$ cat src/rtl/rhl_pkg.sv
package rhl_pkg;
  typedef enum logic [1:0] {
    WALK_IDLE   = 2'd0,
    WALK_UNDO   = 2'd1,
    WALK_RETIRE = 2'd2
  } walk_e;
endpackage

$ cat src/rtl/rhl_ring.sv
module rhl_ring #(
  parameter int DEPTH  = 16,
  parameter int SEQ_W  = 16,
  parameter int AREG_W = 6,
  parameter int PREG_W = 7
) (
  input  logic              clk,
  input  logic              rst_n,
  input  logic              push,
  input  logic [SEQ_W-1:0]  push_seq,
  input  logic [AREG_W-1:0] push_areg,
  input  logic [PREG_W-1:0] push_new,
  input  logic [PREG_W-1:0] push_prev,
  input  logic              pop_young,
  input  logic              pop_old,
  output logic              full,
  output logic              empty,
  output logic [SEQ_W-1:0]  young_seq,
  output logic [AREG_W-1:0] young_areg,
  output logic [PREG_W-1:0] young_new,
  output logic [PREG_W-1:0] young_prev,
  output logic [SEQ_W-1:0]  old_seq,
  output logic [PREG_W-1:0] old_prev
);
  localparam int PTR_W = (DEPTH > 1) ? $clog2(DEPTH) : 1;
  localparam int CNT_W = $clog2(DEPTH + 1);
  localparam logic [PTR_W-1:0] LAST_IDX = PTR_W'(DEPTH - 1);
  localparam logic [CNT_W-1:0] FULL_CNT = CNT_W'(DEPTH);

  logic [SEQ_W-1:0]  seq_mem  [DEPTH];
  logic [AREG_W-1:0] areg_mem [DEPTH];
  logic [PREG_W-1:0] new_mem  [DEPTH];
  logic [PREG_W-1:0] prev_mem [DEPTH];

  logic [PTR_W-1:0] head_q, tail_q, young_idx;
  logic [CNT_W-1:0] cnt_q;
  logic             wr_en;

  function automatic logic [PTR_W-1:0] step_up(input logic [PTR_W-1:0] p);
    return (p == LAST_IDX) ? '0 : p + 1'b1;
  endfunction

  function automatic logic [PTR_W-1:0] step_dn(input logic [PTR_W-1:0] p);
    return (p == '0) ? LAST_IDX : p - 1'b1;
  endfunction

  assign full      = (cnt_q == FULL_CNT);
  assign empty     = (cnt_q == '0);
  assign wr_en     = push && !full;
  assign young_idx = step_dn(tail_q);

  assign young_seq  = seq_mem[young_idx];
  assign young_areg = areg_mem[young_idx];
  assign young_new  = new_mem[young_idx];
  assign young_prev = prev_mem[young_idx];
  assign old_seq    = seq_mem[head_q];
  assign old_prev   = prev_mem[head_q];

  always_ff @(posedge clk) begin
    if (wr_en) begin
      seq_mem[tail_q]  <= push_seq;
      areg_mem[tail_q] <= push_areg;
      new_mem[tail_q]  <= push_new;
      prev_mem[tail_q] <= push_prev;
    end
  end

  always_ff @(posedge clk) begin
    if (!rst_n) begin
      head_q <= '0;
      tail_q <= '0;
      cnt_q  <= '0;
    end else begin
      if (wr_en) begin
        tail_q <= step_up(tail_q);
        cnt_q  <= cnt_q + 1'b1;
      end else if (pop_young) begin
        tail_q <= step_dn(tail_q);
        cnt_q  <= cnt_q - 1'b1;
      end else if (pop_old) begin
        head_q <= step_up(head_q);
        cnt_q  <= cnt_q - 1'b1;
      end
    end
  end

  // occupancy never passes the capacity
  assert_count_bound_R3: assert property (@(posedge clk) disable iff (!rst_n)
    cnt_q <= FULL_CNT);
  // removals only from a non-empty log
  assert_no_pop_empty_R9: assert property (@(posedge clk) disable iff (!rst_n)
    (pop_young || pop_old) |-> !empty);
  // a write and a removal never share a cycle
  assert_single_op_R9: assert property (@(posedge clk) disable iff (!rst_n)
    $onehot0({push, pop_young, pop_old}));
endmodule

$ cat src/rtl/rhl_walker.sv
module rhl_walker
  import rhl_pkg::*;
#(
  parameter int SEQ_W = 16
) (
  input  logic             clk,
  input  logic             rst_n,
  input  logic             sq_valid,
  input  logic [SEQ_W-1:0] sq_seq,
  input  logic [SEQ_W-1:0] done_seq,
  input  logic             thread_squashing,
  input  logic             empty,
  input  logic [SEQ_W-1:0] young_seq,
  input  logic [SEQ_W-1:0] old_seq,
  output logic             busy,
  output logic             pop_young,
  output logic             pop_old
);
  walk_e            state_q;
  logic [SEQ_W-1:0] bound_q;
  logic             commit_ok;

  assign busy      = (state_q != WALK_IDLE);
  assign commit_ok = (done_seq != '0) && !thread_squashing;
  assign pop_young = (state_q == WALK_UNDO)   && !empty && (young_seq > bound_q);
  assign pop_old   = (state_q == WALK_RETIRE) && !empty && (old_seq <= bound_q);

  always_ff @(posedge clk) begin
    if (!rst_n) begin
      state_q <= WALK_IDLE;
      bound_q <= '0;
    end else begin
      unique case (state_q)
        WALK_IDLE: begin
          if (sq_valid) begin
            state_q <= WALK_UNDO;
            bound_q <= sq_seq;
          end else if (commit_ok) begin
            state_q <= WALK_RETIRE;
            bound_q <= done_seq;
          end
        end
        WALK_UNDO:   if (!pop_young) state_q <= WALK_IDLE;
        WALK_RETIRE: if (!pop_old)   state_q <= WALK_IDLE;
        default:     state_q <= WALK_IDLE;
      endcase
    end
  end

  // a commit never starts alongside a squash or while the thread squashes
  assert_commit_blocked_R7: assert property (@(posedge clk) disable iff (!rst_n)
    (!busy && (sq_valid || thread_squashing)) |=> (state_q != WALK_RETIRE));
  // a walk begins only from an idle cycle that carried a request
  assert_walk_needs_req_R9: assert property (@(posedge clk) disable iff (!rst_n)
    $rose(busy) |-> $past(sq_valid || done_seq != '0));
  // squash takes priority over commit
  assert_squash_first_R4: assert property (@(posedge clk) disable iff (!rst_n)
    (!busy && sq_valid) |=> (state_q == WALK_UNDO));
endmodule

$ cat src/rtl/rhl_release.sv
module rhl_release #(
  parameter int AREG_W        = 6,
  parameter int PREG_W        = 7,
  parameter int NONMISC_PREGS = 96
) (
  input  logic              clk,
  input  logic              rst_n,
  input  logic              undo_pop,
  input  logic              retire_pop,
  input  logic [AREG_W-1:0] young_areg,
  input  logic [PREG_W-1:0] young_new,
  input  logic [PREG_W-1:0] young_prev,
  input  logic [PREG_W-1:0] old_prev,
  output logic              map_wr_valid,
  output logic [AREG_W-1:0] map_wr_areg,
  output logic [PREG_W-1:0] map_wr_preg,
  output logic              free_valid,
  output logic [PREG_W-1:0] free_preg,
  output logic              sb_set_valid,
  output logic [PREG_W-1:0] sb_set_preg
);
  localparam int PREG_SPAN = 1 << PREG_W;

  logic is_misc;

  generate
    if (NONMISC_PREGS < PREG_SPAN) begin : g_misc_cmp
      assign is_misc = (young_new >= PREG_W'(NONMISC_PREGS));
    end else begin : g_no_misc
      assign is_misc = 1'b0;
    end
  endgenerate

  always_ff @(posedge clk) begin
    if (!rst_n) begin
      map_wr_valid <= 1'b0;
      map_wr_areg  <= '0;
      map_wr_preg  <= '0;
      free_valid   <= 1'b0;
      free_preg    <= '0;
      sb_set_valid <= 1'b0;
      sb_set_preg  <= '0;
    end else begin
      map_wr_valid <= undo_pop;
      free_valid   <= undo_pop || retire_pop;
      sb_set_valid <= undo_pop && is_misc;
      if (undo_pop) begin
        map_wr_areg <= young_areg;
        map_wr_preg <= young_prev;
        free_preg   <= young_new;
        sb_set_preg <= young_new;
      end else if (retire_pop) begin
        free_preg <= old_prev;
      end
    end
  end

  // a scoreboard set always rides with the matching map write
  assert_sb_with_map_R5: assert property (@(posedge clk) disable iff (!rst_n)
    sb_set_valid |-> (map_wr_valid && free_valid && sb_set_preg == free_preg));
  // only miscellaneous-range registers are marked ready
  assert_sb_range_R5: assert property (@(posedge clk) disable iff (!rst_n)
    sb_set_valid |-> (int'(sb_set_preg) >= NONMISC_PREGS));
  // a retirement return carries no map write
  assert_retire_no_map_R6: assert property (@(posedge clk) disable iff (!rst_n)
    $past(retire_pop) |-> (free_valid && !map_wr_valid && !sb_set_valid));
  // every map restore comes with a free-list return
  assert_undo_pairs_R4: assert property (@(posedge clk) disable iff (!rst_n)
    map_wr_valid |-> free_valid);
endmodule

$ cat src/rtl/rename_history_log.sv
module rename_history_log #(
  parameter int DEPTH         = 16,
  parameter int SEQ_W         = 16,
  parameter int AREG_W        = 6,
  parameter int PREG_W        = 7,
  parameter int NONMISC_PREGS = 96
) (
  input  logic              clk,
  input  logic              rst_n,
  input  logic              rec_valid,
  output logic              rec_ready,
  input  logic [SEQ_W-1:0]  rec_seq,
  input  logic [AREG_W-1:0] rec_areg,
  input  logic [PREG_W-1:0] rec_new_preg,
  input  logic [PREG_W-1:0] rec_prev_preg,
  input  logic              sq_valid,
  input  logic [SEQ_W-1:0]  sq_seq,
  input  logic [SEQ_W-1:0]  done_seq,
  input  logic              thread_squashing,
  output logic              busy,
  output logic              overflow,
  output logic              map_wr_valid,
  output logic [AREG_W-1:0] map_wr_areg,
  output logic [PREG_W-1:0] map_wr_preg,
  output logic              free_valid,
  output logic [PREG_W-1:0] free_preg,
  output logic              sb_set_valid,
  output logic [PREG_W-1:0] sb_set_preg
);
  logic              rec_fire, log_full, log_empty, pop_young, pop_old;
  logic [SEQ_W-1:0]  young_seq, old_seq;
  logic [AREG_W-1:0] young_areg;
  logic [PREG_W-1:0] young_new, young_prev, old_prev;

  assign rec_ready = !busy;
  assign rec_fire  = rec_valid && rec_ready;

  always_ff @(posedge clk) begin
    if (!rst_n) overflow <= 1'b0;
    else        overflow <= rec_fire && log_full;
  end

  rhl_ring #(
    .DEPTH(DEPTH), .SEQ_W(SEQ_W), .AREG_W(AREG_W), .PREG_W(PREG_W)
  ) ring_i (
    .clk(clk), .rst_n(rst_n),
    .push(rec_fire), .push_seq(rec_seq), .push_areg(rec_areg),
    .push_new(rec_new_preg), .push_prev(rec_prev_preg),
    .pop_young(pop_young), .pop_old(pop_old),
    .full(log_full), .empty(log_empty),
    .young_seq(young_seq), .young_areg(young_areg),
    .young_new(young_new), .young_prev(young_prev),
    .old_seq(old_seq), .old_prev(old_prev)
  );

  rhl_walker #(.SEQ_W(SEQ_W)) walker_i (
    .clk(clk), .rst_n(rst_n),
    .sq_valid(sq_valid), .sq_seq(sq_seq), .done_seq(done_seq),
    .thread_squashing(thread_squashing), .empty(log_empty),
    .young_seq(young_seq), .old_seq(old_seq),
    .busy(busy), .pop_young(pop_young), .pop_old(pop_old)
  );

  rhl_release #(
    .AREG_W(AREG_W), .PREG_W(PREG_W), .NONMISC_PREGS(NONMISC_PREGS)
  ) release_i (
    .clk(clk), .rst_n(rst_n),
    .undo_pop(pop_young), .retire_pop(pop_old),
    .young_areg(young_areg), .young_new(young_new),
    .young_prev(young_prev), .old_prev(old_prev),
    .map_wr_valid(map_wr_valid), .map_wr_areg(map_wr_areg),
    .map_wr_preg(map_wr_preg), .free_valid(free_valid),
    .free_preg(free_preg), .sb_set_valid(sb_set_valid),
    .sb_set_preg(sb_set_preg)
  );

  // an overflow pulse follows an offered record into a full log
  assert_no_overflow_R3: assert property (@(posedge clk) disable iff (!rst_n)
    overflow |-> $past(rec_valid && log_full && !busy));
  // release strobes only appear while a walk is still open
  assert_strobe_in_walk_R9: assert property (@(posedge clk) disable iff (!rst_n)
    free_valid |-> busy);
  // an empty log ends any walk at once
  assert_empty_walk_R8: assert property (@(posedge clk) disable iff (!rst_n)
    (busy && log_empty) |=> !busy);
endmodule

$ cat config.mk
export PLATFORM = sky130hd
export DESIGN_NAME = rename_history_log
export DESIGN_NICKNAME = d
export VERILOG_FILES = /design/src/rtl/rhl_pkg.sv /design/src/rtl/rhl_ring.sv /design/src/rtl/rhl_walker.sv /design/src/rtl/rhl_release.sv /design/src/rtl/rename_history_log.sv
export SDC_FILE = /design/constraint.sdc
export NUM_CORES = 1
export LEC_CHECK = 0
export ABC_CLOCK_PERIOD_IN_PS = 12400
export BUFFER_PORTS_ARGS = -buffer_cell sky130_fd_sc_hd__buf_2
export CAP_MARGIN = 5
export CORE_MARGIN = 2
export CORE_UTILIZATION = 60
export DETAILED_ROUTE_END_ITERATION = 12
export HOLD_SLACK_MARGIN = 0.03
export PLACE_DENSITY = 0.78
export SYNTH_ARGS = -nofsm -noshare
export SYNTH_HDL_FRONTEND = slang
export SYNTH_SLANG_ARGS = --single-unit
$ cat constraint.sdc
create_clock -name clk -period 12.4 [get_ports clk]
set_input_delay 2.48 -clock clk [delete_from_list [all_inputs] [get_ports clk]]
set_output_delay 2.48 -clock clk [all_outputs]
set_load 0.1 [all_outputs]
==> results.toml <==
[run]
drv_cap = 0

[logic_synthesis]
synth-simple-area-share_pct = 4.77
synth_top_area_share_pct = 60.5
avgSynthCellArea_um2 = 17.8
yosys.area_share.adder_pct = 1.86
synth-xor-area-share_pct = 0.0613
yosysWarnings = 0
syn-num-nets = 1719
synth_top_cell_by_area = "edfxtp_1"
synthArstFlopShare_pct = 0
synth_area_mm2 = 0.0286
synth_edf_count = 576
synth_compound_area_share_pct = 5.75
netlist_top_cells_area = "edfxtp_1 60%, mux4_2 19%, dfxtp_1 4.6%, nand2_1 1.9%, ha_1 1.8%"
syn_inst = 1604
synth_top_family_by_area = "multiplexers"
synth_mux_area_share_pct = 20.2
ys_ff_latch = 642
ys_seq_area_share_pct = 65.1
ys.flop_type = "edfxtp_1"
ys_types = 71

[cts]
hold_buffers = 0
cts_resized = 0
tritoncts = "done"
clockRootBuffer = "clkbuf_16"
clockBufferDepth = 3
htreeDepth = 3
cts_setup_buffers = 0
clock_latency_ns = 0.60
cts_buffers = 68
cts_sinks = 642
clk_pin_slew_ns = 0.06

[timing]
period_share_pct = 56.6
hold_viol = 0
setup-tns-final_ns = 0
clock.fmax_mhz = 143
setup_viol = 0
fin_skew_ns = 0.0303
rsz0062_at_grt = "false"
period_needed_ns = 7.01
whs_ns = 0.482
slew_headroom_pct = 6.20
tightest_slew_ns = 1.40
timing.final.max_slew_violations = 0

[setup_path]
r2r-end = "release_i.sb_set_valid"
worst_ep_required_time_ns = 12.90
cp-end-kind = "flip-flop"
critPathLaunch = "ring_i.tail_q[0]"
r2r-start = "ring_i.tail_q[0]"
arrival_ns = 7.51
reg2reg_depth = 16
rrSetupSlack_ns = 5.39
path_max_fanout = 44
endpoint = "release_i.sb_set_valid"
startpoint_type = "flip-flop"
worst-setup-path-type = "reg -> reg"

[die]
die_w_um = 222
start_util_pct = 61.2
io_pins = 106
die_h_um = 222
num_rows = 79
fp.coreArea_mm2 = 0.0468
die-area_mm2 = 0.0494

[pwr]
max-vdd-ir-drop_v = 0.000219
power_density_mw_per_mm2 = 259
p_leak_nw = 10.5

[layout]
layout-drive-gt1-share_pct = 29.7
layout_commonest_cell = "edfxtp_1"
regArea_mm2 = 0.0186
nFillCells = 2913
final_nets = 1824
layout_common_cells = "576 x edfxtp_1, 244 x mux4_2, 141 x nand2_1, 105 x buf_2, 71 x clkbuf_16"
multiInputGateArea_mm2 = 0.00946
syn2layout_area_growth_pct = 11.8

[global_route]
antenna_found_initial = 7
grt_overflow = 0
grt_use_total_pct = 30.2
grt_pass1_vias = 17045
grt_pass1_wl_um = 108000
grt_max_degree = 72

[run_status]
status = "finished clean"

[place]
dp_hpwl_um = 39000
place_congestion = 0.865
portBuffers = 105

[detailed_routing]
wl_um = 73200
viasPerCell = 7.05
wl_per_cell_um = 30.8
drcViolationCount = 0
vias = 16728
drtAntennaViolNets = 0
dr.pass1.iters = 6
first_iter_violations = 2358

[hold_path]
hold_class = "reg -> reg"
[power breakdown]
part / leakage [nW] / internal, mW / switching, mW
clock: 1.08 / 1.19 / 0.830
sequential: 5.74 / 2.56 / 0.146
combinational: 3.72 / 1.28 / 2.26
[per-stage QoR]
step	power, mW	std cells	worst slack, ns	utilization, %	instance area, um2
after floorplan	5.26	1604	6.34	-	28600
after global placement	6.15	2246	5.62	63.6	29700
after detailed placement	6.23	2246	5.43	63.6	29700
after CTS	8.25	2370	5.43	68.4	32000
after global routing	8.61	2371	4.89	68.4	32000
final	8.27	2374	5.39	68.4	32000
[cell type report]
| cell class | instances | share of cell area, % |
|---|---|---|
| diodes | 4 | 0.0313 |
| inverters | 28 | 0.337 |
| well taps | 607 | 2.38 |
| repair buffers | 140 | 2.47 |
| clock buffers | 100 | 6.15 |
| clock inverters | 24 | 0.798 |
| flip-flops and latches | 642 | 58.3 |
| multi-input cells | 829 | 29.6 |
[flip-flops by register name (all words and copies together) (netlist names), 5 cells and up, named ones only]
name,count
walker_i.bound_q,16
release_i.free_preg,7
release_i.map_wr_preg,7
release_i.sb_set_preg,7
release_i.map_wr_areg,6
ring_i.prev_mem,112
ring_i.seq_mem,256
ring_i.areg_mem,96
ring_i.new_mem,112
ring_i.cnt_q,5
[kinds of logic (layout without fill, tap and decap cells)]
logic type / after synthesis / count (layout)
other: 0 / 4
buffers and inverters: 133 / 292
AO/OA/AOI/OAI: 221 / 221
flip-flops: 642 / 642
adder cells (fa/ha/maj): 42 / 42
XOR/XNOR: 2 / 2
AND/OR/NAND/NOR: 293 / 293
multiplexers: 271 / 271
[synth_stat cells, types with 20 or more instances]
master / instances
a211oi_1: 35
a21oi_1: 40
a22o_1: 27
a31oi_1: 20
buf_2: 22
clkbuf_1: 51
dfxtp_1: 66
edfxtp_1: 576
ha_1: 41
inv_1: 26
mux2i_1: 27
mux4_2: 244
nand2_1: 141
nand2b_1: 22
nor2_1: 55
[routing by layer]
| layer | vias to the layer above | track usage (%) | routed length, um |
|---|---|---|---|
| met5 | - | 0 | 58 |
| met4 | 10 | 12.7 | 2450 |
| met3 | 181 | 6.94 | 8290 |
| met2 | 1133 | 47.2 | 35500 |
| met1 | 8568 | 41.6 | 26900 |
| li1 | 6836 | - | - |
[how the worst min path moves through the flow]
| stage | start | end | slack [ns] | depth (start not counted) |
|---|---|---|---|---|
| after floorplan | ring_i.cnt_q[3] | ring_i.cnt_q[3] | 0.46 | 2 |
| after global placement | ring_i.cnt_q[2] | ring_i.cnt_q[2] | 0.46 | 2 |
| after detailed placement | ring_i.cnt_q[2] | ring_i.cnt_q[2] | 0.49 | 2 |
| after CTS | release_i.map_wr_areg[1] | release_i.map_wr_areg[1] | 0.49 | 2 |
| after global routing | ring_i.cnt_q[2] | ring_i.cnt_q[2] | 0.52 | 2 |
| final | release_i.map_wr_areg[1] | release_i.map_wr_areg[1] | 0.48 | 2 |
[worst max-delay path: stages, from the launching register on]
cell and delay [ns]:
dfxtp_1 0.55, inv_2 0.39, ha_1 0.28, or3b_1 0.58
nand2_8 0.50, buf_4 0.81, mux4_2 0.62, nand2_1 0.08
and3_1 0.15, a31oi_1 0.07, ha_1 0.36, nand4_1 0.18
or4_1 0.60, a21o_1 0.23, o211ai_2 0.28, nand3_1 0.72
a311oi_1 0.42
No activity file was read; power rests on OpenSTA's default activity.
